$ cat config.mk
export PLATFORM = sky130hd
export DESIGN_NAME = secded_edac
export DESIGN_NICKNAME = d
export VERILOG_FILES = /design/src/rtl/edac_pkg.sv /design/src/rtl/edac_chk_gen.sv /design/src/rtl/edac_syn_dec.sv /design/src/rtl/edac_in_latch.sv /design/src/rtl/secded_edac.sv
export SDC_FILE = /design/constraint.sdc
export NUM_CORES = 1
export LEC_CHECK = 0
export BUFFER_PORTS_ARGS = -buffer_cell sky130_fd_sc_hd__buf_2
export CORE_UTILIZATION = 63
export DETAILED_ROUTE_END_ITERATION = 12
export PLACE_DENSITY = 0.86
export SETUP_SLACK_MARGIN = 0.5
export SYNTH_ARGS = -nofsm -noshare
export SYNTH_HDL_FRONTEND = slang
export SYNTH_HIERARCHICAL = 1
export SYNTH_SLANG_ARGS = --single-unit
$ cat constraint.sdc
create_clock -name clk_i -period 7.5 [get_ports clk_i]
set_input_delay 1.125 -clock clk_i [delete_from_list [all_inputs] [get_ports clk_i]]
set_output_delay 1.125 -clock clk_i [all_outputs]
set_load 0.01 [all_outputs]
$ cat src/rtl/edac_pkg.sv
package edac_pkg;

  typedef enum logic [1:0] {
    MODE_WRITE = 2'b00,
    MODE_DIAG  = 2'b01,
    MODE_FLAG  = 2'b10,
    MODE_CORR  = 2'b11
  } edac_mode_e;

  // j-th smallest value of cw bits with exactly three ones
  function automatic logic [15:0] col_of(input int unsigned j, input int unsigned cw);
    int unsigned n;
    logic [15:0] r;
    n = 0;
    r = '0;
    for (int unsigned v = 1; v < (32'd1 << cw); v++) begin
      if ($countones(v) == 3) begin
        if (n == j) r = v[15:0];
        n++;
      end
    end
    return r;
  endfunction

  // data bits feeding check bit i
  function automatic logic [63:0] row_of(input int unsigned i, input int unsigned dw,
                                         input int unsigned cw);
    logic [63:0] r;
    logic [15:0] c;
    r = '0;
    for (int unsigned j = 0; j < dw; j++) begin
      c = col_of(j, cw);
      r[j] = c[i];
    end
    return r;
  endfunction

endpackage

$ cat src/rtl/edac_chk_gen.sv
module edac_chk_gen #(
  parameter int unsigned DATA_W = 32,
  parameter int unsigned CHK_W  = 7,
  parameter logic [CHK_W-1:0] CHK_INV = 7'b0000011
) (
  input  logic [DATA_W-1:0] data_i,
  output logic [CHK_W-1:0]  chk_o
);
  for (genvar i = 0; i < CHK_W; i++) begin : g_bit
    localparam logic [63:0] ROW = edac_pkg::row_of(i, DATA_W, CHK_W);
    assign chk_o[i] = (^(data_i & ROW[DATA_W-1:0])) ^ CHK_INV[i];
  end
endmodule

$ cat src/rtl/edac_syn_dec.sv
module edac_syn_dec #(
  parameter int unsigned DATA_W = 32,
  parameter int unsigned CHK_W  = 7
) (
  input  logic [CHK_W-1:0]  syn_i,
  input  logic              gross_i,
  output logic [DATA_W-1:0] flip_o,
  output logic              sgl_o,
  output logic              mul_o
);
  logic [DATA_W-1:0] hit;
  logic nz, odd_w, chk_only, unmatched;

  for (genvar j = 0; j < DATA_W; j++) begin : g_col
    localparam logic [15:0] COL = edac_pkg::col_of(j, CHK_W);
    assign hit[j] = (syn_i == COL[CHK_W-1:0]);
  end

  assign nz        = |syn_i;
  assign odd_w     = ^syn_i;
  assign chk_only  = $onehot(syn_i);
  assign unmatched = odd_w & ~(|hit) & ~chk_only;

  assign sgl_o  = nz | gross_i;
  assign mul_o  = gross_i | (nz & ~odd_w) | unmatched;
  assign flip_o = mul_o ? '0 : hit;
endmodule

$ cat src/rtl/edac_in_latch.sv
module edac_in_latch #(
  parameter int unsigned DATA_W = 32,
  parameter int unsigned CHK_W  = 7
) (
  input  logic              clk_i,
  input  logic              rst_ni,
  input  logic              load_i,
  input  logic [DATA_W-1:0] data_i,
  input  logic [CHK_W-1:0]  chk_i,
  output logic [DATA_W-1:0] data_o,
  output logic [CHK_W-1:0]  chk_o
);
  always_ff @(posedge clk_i or negedge rst_ni) begin
    if (!rst_ni) begin
      data_o <= '0;
      chk_o  <= '0;
    end else if (load_i) begin
      data_o <= data_i;
      chk_o  <= chk_i;
    end
  end

  a_r9_hold: assert property (@(posedge clk_i) disable iff (!rst_ni)
    !load_i |=> ($stable(data_o) && $stable(chk_o)));
  a_r9_load: assert property (@(posedge clk_i) disable iff (!rst_ni)
    load_i |=> (data_o == $past(data_i) && chk_o == $past(chk_i)));
endmodule

$ cat src/rtl/secded_edac.sv
module secded_edac #(
  parameter int unsigned DATA_W = 32,
  parameter int unsigned CHK_W  = 7,
  parameter logic [CHK_W-1:0] CHK_INV = 7'b0000011
) (
  input  logic              clk_i,
  input  logic              rst_ni,
  input  logic [1:0]        mode_i,
  input  logic [DATA_W-1:0] data_i,
  input  logic [CHK_W-1:0]  chk_i,
  output logic [DATA_W-1:0] data_o,
  output logic [CHK_W-1:0]  chk_o,
  output logic              sgl_err_o,
  output logic              mul_err_o
);
  import edac_pkg::*;

  localparam int unsigned WORD_W = DATA_W + CHK_W;

  logic [DATA_W-1:0] lat_d, src_d, flip, d_nx;
  logic [CHK_W-1:0]  lat_c, src_c, gen_c, syn, c_nx;
  logic [WORD_W-1:0] word;
  logic              gross, sgl, mul, s_nx, m_nx, use_lat;

  edac_in_latch #(.DATA_W(DATA_W), .CHK_W(CHK_W)) u_latch (
    .clk_i (clk_i),
    .rst_ni(rst_ni),
    .load_i(mode_i == MODE_FLAG),
    .data_i(data_i),
    .chk_i (chk_i),
    .data_o(lat_d),
    .chk_o (lat_c)
  );

  assign use_lat = (mode_i == MODE_CORR);
  assign src_d   = use_lat ? lat_d : data_i;
  assign src_c   = use_lat ? lat_c : chk_i;
  assign word    = {src_c, src_d};
  assign gross   = (&word) | ~(|word);

  edac_chk_gen #(.DATA_W(DATA_W), .CHK_W(CHK_W), .CHK_INV(CHK_INV)) u_gen (
    .data_i(src_d),
    .chk_o (gen_c)
  );

  assign syn = gen_c ^ src_c;

  edac_syn_dec #(.DATA_W(DATA_W), .CHK_W(CHK_W)) u_dec (
    .syn_i  (syn),
    .gross_i(gross),
    .flip_o (flip),
    .sgl_o  (sgl),
    .mul_o  (mul)
  );

  always_comb begin
    d_nx = data_i;
    c_nx = gen_c;
    s_nx = 1'b0;
    m_nx = 1'b0;
    unique case (mode_i)
      MODE_WRITE: begin
        d_nx = data_i;
        c_nx = gen_c;
      end
      MODE_DIAG: begin
        d_nx = lat_d;
        c_nx = lat_c;
      end
      MODE_FLAG: begin
        d_nx = data_i;
        c_nx = syn;
        s_nx = sgl;
        m_nx = mul;
      end
      default: begin
        d_nx = lat_d ^ flip;
        c_nx = syn;
        s_nx = sgl;
        m_nx = mul;
      end
    endcase
  end

  always_ff @(posedge clk_i or negedge rst_ni) begin
    if (!rst_ni) begin
      data_o    <= '0;
      chk_o     <= '0;
      sgl_err_o <= 1'b0;
      mul_err_o <= 1'b0;
    end else begin
      data_o    <= d_nx;
      chk_o     <= c_nx;
      sgl_err_o <= s_nx;
      mul_err_o <= m_nx;
    end
  end

  a_r6_mul_has_sgl: assert property (@(posedge clk_i) disable iff (!rst_ni)
    mul_err_o |-> sgl_err_o);
  a_r2_write_quiet: assert property (@(posedge clk_i) disable iff (!rst_ni)
    ($past(mode_i) == MODE_WRITE) |-> (!sgl_err_o && !mul_err_o));
  a_r10_diag_quiet: assert property (@(posedge clk_i) disable iff (!rst_ni)
    ($past(mode_i) == MODE_DIAG) |-> (!sgl_err_o && !mul_err_o && data_o == $past(lat_d)));
  a_r4_single_flip: assert property (@(posedge clk_i) disable iff (!rst_ni)
    $onehot0(flip));
  a_r5_chk_err_passes: assert property (@(posedge clk_i) disable iff (!rst_ni)
    ($past(mode_i) == MODE_CORR && $onehot($past(syn))) |-> data_o == $past(lat_d));
  a_r6_no_fix_on_mul: assert property (@(posedge clk_i) disable iff (!rst_ni)
    ($past(mode_i) == MODE_CORR && $past(mul)) |-> data_o == $past(lat_d));
endmodule

After elaboration in Yosys (flattened, before gate mapping)
Cells that the tools add are included.
Storage, ports and cells
  input bits: 43
  output and inout bits: 41
  register bits after elaboration: 80
Cells by class
  multiplexer cells: 7
  eq/ne operators: 36
  bitwise gates (word level): 15
  reduce and logical (&&, ||, !) cells: 15
  add/sub/neg operators: 6
Operators by type and width (number)
  $reduce_xor A32 Y1: 7
  $eq A7 B7 Y1 const B: 12
  $eq A7 B6 Y1 const B: 10
  $mux W32: 2
  $pmux W32 S2: 1
  $eq A7 B5 Y1 const B: 6
  $reduce_and A39 Y1: 1
  $reduce_or A39 Y1: 1
  $reduce_or A32 Y1: 1
  $xor A32 B32 Y32: 1
  $eq A7 B4 Y1 const B: 3
  $pmux W7 S2: 1
  $eq A7 B3 Y1 const B: 1
  $mux W7: 1
  $reduce_or A7 Y1: 1
  $reduce_xor A7 Y1: 1
  $xor A7 B7 Y7: 1
  $add A1 B1 Y2: 3
  $add A3 B3 Y3: 2
  $not A1 Y1: 6
  $eq A2 B2 Y1 const B: 2
  $or A1 B1 Y1: 4
  $reduce_or A2 Y1: 2
  $add A3 B1 Y3: 1
  5 further kinds: 8

Longest topological paths before layout
  depth after elaboration: 15
  depth in mapped cells: 20

By module
Netlist, hierarchy kept.
By module, submodules not included
  secded_edac: area an instance 2959.1 um^2, times used 1, cells an instance 338
  edac_in_latch: area an instance 1493.9 um^2, times used 1, cells an instance 82
  edac_syn_dec: area an instance 853.3 um^2, times used 1, cells an instance 139
  edac_chk_gen: area an instance 693.2 um^2, times used 1, cells an instance 57

Worst setup path after synthesis
Ideal clock, no wire load.
  path type: input port to flip-flop
  from: input port mode_i[0]
  to: register mul_err_o
  path slack: 1211 ps
  library setup time: 66 ps
  arrival time: 6224 ps
  stages: 20
  cell sequence: buf_6 > nand2_2 > buf_2 > mux2_2 > xnor3_1 > xnor3_1 > xnor3_1 > xnor2_1 > inv_1 > fa_1 > fa_1 > inv_1 > fa_1 > fa_1 > nor2_1 > a21boi_1 > o311ai_0 > a221o_1 > o31ai_2 > and2_1
Between the ends
  longest elaborated chain between the ends: 13
Ends and longest elaborated chain
  start, declared: line secded_edac.sv:8  | input logic [1:0] mode_i,
  $eq A2 B2 Y1 *: line secded_edac.sv:35  | assign use_lat = (mode_i == MODE_CORR);
  $mux W32 *: line secded_edac.sv:36  | assign src_d = use_lat ? lat_d : data_i;
  via src_d[20]: line secded_edac.sv:20  | logic [DATA_W-1:0] lat_d, src_d, flip, d_nx;
  $reduce_xor A32 Y1 *: line edac_chk_gen.sv:11  | assign chk_o[i] = (^(data_i & ROW[DATA_W-1:0])) ^ CHK_INV[i];
  $not A1 Y1 (no source line) *
  via gen_c[0]: line secded_edac.sv:21  | logic [CHK_W-1:0] lat_c, src_c, gen_c, syn, c_nx;
  $xor A7 B7 Y7 *: line secded_edac.sv:46  | assign syn = gen_c ^ src_c;
  via syn[0]: line secded_edac.sv:21
  $add A1 B1 Y2 (not written as such): line edac_syn_dec.sv:21  | assign chk_only = $onehot(syn_i);
  $add A3 B3 Y3 (not written as such) (2 in series): line edac_syn_dec.sv:21
  $eq A3 B1 Y1: line edac_syn_dec.sv:21
  $not A1 Y1: line edac_syn_dec.sv:22  | assign unmatched = odd_w & ~(|hit) & ~chk_only;
  $and A1 B1 Y1: line edac_syn_dec.sv:22
  $or A1 B1 Y1 *: line edac_syn_dec.sv:25  | assign mul_o = gross_i | (nz & ~odd_w) | unmatched;
  via mul: line secded_edac.sv:23  | logic gross, sgl, mul, s_nx, m_nx, use_lat;
  $mux W1 *: line secded_edac.sv:61  | unique case (mode_i)
  via m_nx: line secded_edac.sv:23
  end signal, assigned: line secded_edac.sv:95  | mul_err_o <= m_nx;
  end, declared: line secded_edac.sv:14  | output logic mul_err_o
Mark *: on every way through the listed nets, which the timed path passes. The rest lies on a longest branch.
A chain may end at the register's enable or synchronous reset.

Final worst setup path
Same ends and word-level chain as after synthesis.

==> impl_results.md <==
- Run status: finished, final reports clean
- Core Region: roughly 0.0092 mm²
- Post-CTS sizing: 0
- Die area: 0.00992 mm²
- Die Height: around 100 µm
- N_diodes: 0
- Max Slew Vio Count: 0
- Post-Syn Nets: ~680
- VDD IR-drop max: 0.423 mV
- Asr flop ratio synth: between 90% and 100%
- Synth Flop Type: dfrtp_1
- Largest net degree at the start of global routing: 81
- Grt total ovfl: 0
- Hold crit path type: reg2reg
- Crit path max fanout: 19
- Yosys cell types: 50
- Crit path DAT: approximately 6800 ps
- Number of port buffers: between 80 and 90
- Worst-path cell chain: buf_2 > nand2_2 > buf_4 > mux2_2 > xnor2_1 > xnor3_1 > xnor3_1 > xnor2_1 > inv_1 > fa_1 > fa_1 > inv_1 > fa_1 > fa_1 > nor2_1 > a21boi_1 > o311ai_0 > a221o_1 > o31ai_2 > and2_1
- Routability cong.: ~0.96
- Chip Width: ~100 µm
- Number of synthesized flops with an enable pin: 0
- Inst Count DP: roughly 800
- Layout cells sized above 1: between 20% and 30%
- Post-CTS setup buffers: 0
- Syn avg cell area: between 9 and 10 µm²
- Num CTS Buffers: 9
- Fin area: about 0.0066 mm²
- CTS Hold Bufs: 0
- Relative slew slack: 31.3%
- Synth top cells by count: 80 x dfrtp_1, 68 x nor2_1, 67 x nand2_1
- DR iter-0 viols: roughly 450
- Clk buf depth: 2
- CTS tree: built
- Vias: a little over 5,000
- Share of the synthesized area in the top cell type: roughly a third
- Max_cap viols: 0
- Final WL: roughly 17,000 µm
- Area delta synth->final: 10.8%
- Synthesized area: 0.00600 mm²
- Non-filler cells, final: approximately 800
- Static Leak: roughly 2.8 nW
- Slowest cell delay on critical path: between 400 and 500 ps
- Post-synthesis sequential element count: 80
- Clock insertion delay at the later pin of the skew report: approximately 380 ps
- CP most frequent cell: fa_1
- Hold_ws: approximately 630 ps
- RSZ-0062 raised after global routing: no
- Synth area leaders: dfrtp_1 33%, mux2_2 11%, xnor2_1 6.7%
- Drt drc: 0
- PD cells: just over 500 mW/mm²
- CTS HTree Levels: 3
- Final hold violation count: 0
- Antenna viol nets, final: 0
- Critical path type: in2reg
- Fmax: between 150 and 200 MHz
- Count leader, synth: dfrtp_1
- Worst-Margin Slew: between 1000 and 1500 ps
- Highest-delay cell along the critical path: fa_1
- Clock Sink Count: 80
- Final setup fails: 0
- Post-DP Area: ~0.0064 mm²
- Vias/cell: 6.20
- Crit path launch type: primary input
- Dominant cell type by area after synthesis: dfrtp_1
- Setup Skew: between 20 and 25 ps
- Starting Density: 64.9%
- Required @ worst endpoint: 7800 ps
- CP Launch Point: mode_i[0]
- CP endpoint kind: flip-flop
- Hpwl dp: between 10,000 and 15,000 µm
- Cell Rows: 35
- First-pass GRT wire length: roughly 27,000 µm
- IO Count: 84
- GRT Util Overall: between 30% and 40%
- R2r startpoint: u_latch/data_o[24]
- DR WL/cell: between 20 and 25 µm
- Post-synthesis sequential area ratio: 33.4%
- Yosys warns: 6
- TNS Setup: 0 ps
- Pwr Total: around 0.0034 W
- Initial antenna violation count: 0
- Period minus WS final: ~6500 ps
- Post-Syn Instances: 616
- Number of global-route vias before repair: ~4,800
- CTS root buf: clkbuf_8
- Fin nets: between 700 and 800
- Fin crit share: ~87%
- 1st-pass router iterations: 5
- Hold_sp: u_latch/data_o[1]
- Clk slew on worst S/H paths: around 110 ps
## power by group
part,internal [W],switching (W)
sequential,0.000511,0.0000669
clock,0.000160,0.000185
combinational,0.000998,0.00148
total,0.00167,0.00173
## cell families after synthesis
group | count (synthesis) | synth area share [%]
simple gates | 203 | 15.3
xor+xnor | 97 | 17.6
compound gates | 88 | 9.11
mux | 87 | 16.6
flops | 80 | 33.4
buf+inv | 45 | 4.15
fa+ha+maj | 16 | 3.84
## routing by layer
layer	vias to the layer above	part of all wire (%)	wire length (µm)	global-route usage (%)
met2	310	46	7730	55.3
li1	2297	-	-	-
met1	2420	41	6970	48.1
met3	54	8.8	1490	8.36
met4	0	4.3	730	17.0
met5	-	0	0	0
## registers in the layout (all words and copies together), names as in the netlist
signal,count
chk_o,7
data_o,32
mul_err_o,1
sgl_err_o,1
u_latch/chk_o,7
u_latch/data_o,32
## cell usage in the layout (no fill, tap or decap), types with 16 or more instances in the layout
| cell type | Yosys | routed |
|---|---|---|
| dfrtp_1 | 80 | 80 |
| xnor2_1 | 46 | 46 |
| mux2i_1 | 16 | 16 |
| nand4_1 | 26 | 26 |
| xor2_1 | 36 | 36 |
| a21oi_1 | 49 | 49 |
| buf_2 | 16 | 82 |
| nor2_1 | 68 | 68 |
| nand2_1 | 67 | 67 |
| nor4_1 | 20 | 20 |
| mux2_2 | 61 | 61 |
## area by class of cell
| type | count | area, µm² |
|---|---|---|
| Timing Repair Buffer | 90 | 470 |
| Tap cell | 129 | 161 |
| Clock buffer | 9 | 124 |
| Inverter | 13 | 48.8 |
| Sequential cell | 80 | 2000 |
| Clock inverter | 7 | 82.6 |
| Multi-Input combinational cell | 491 | 3760 |
| Fill cell | 703 | 2590 |
## critical path: cells and delay by family
kind / cells / cell delay (ps)
xor+xnor: 4 / 1370
buf+inv: 4 / 690
compound gates: 4 / 780
mux: 1 / 400
simple gates: 3 / 560
fa+ha+maj: 4 / 1850
## stage by stage
step           util (%)  setup slack, ps
2_1_floorplan         -             1210
3_3_place_gp       69.7              916
3_5_place_dp       69.7              789
4_1_cts            71.9             1100
5_1_grt            71.9              843
6_report           71.9             1010
## worst paths after layout
| check | endpoint | slack (ps) | cells after the start |
|---|---|---|---|
| setup reg to reg | mul_err_o | 1970 | 17 |
| hold reg to reg | u_latch/data_o[1] | 630 | 1 |
| min in group asynchronous | u_latch/data_o[17] | 930 | 1 |
| setup / recovery | mul_err_o | 1010 | 20 |
| hold / removal | u_latch/data_o[1] | 630 | 1 |
| max in group asynchronous | u_latch/data_o[4] | 5900 | 1 |
(Power assumes the default switching activity.)
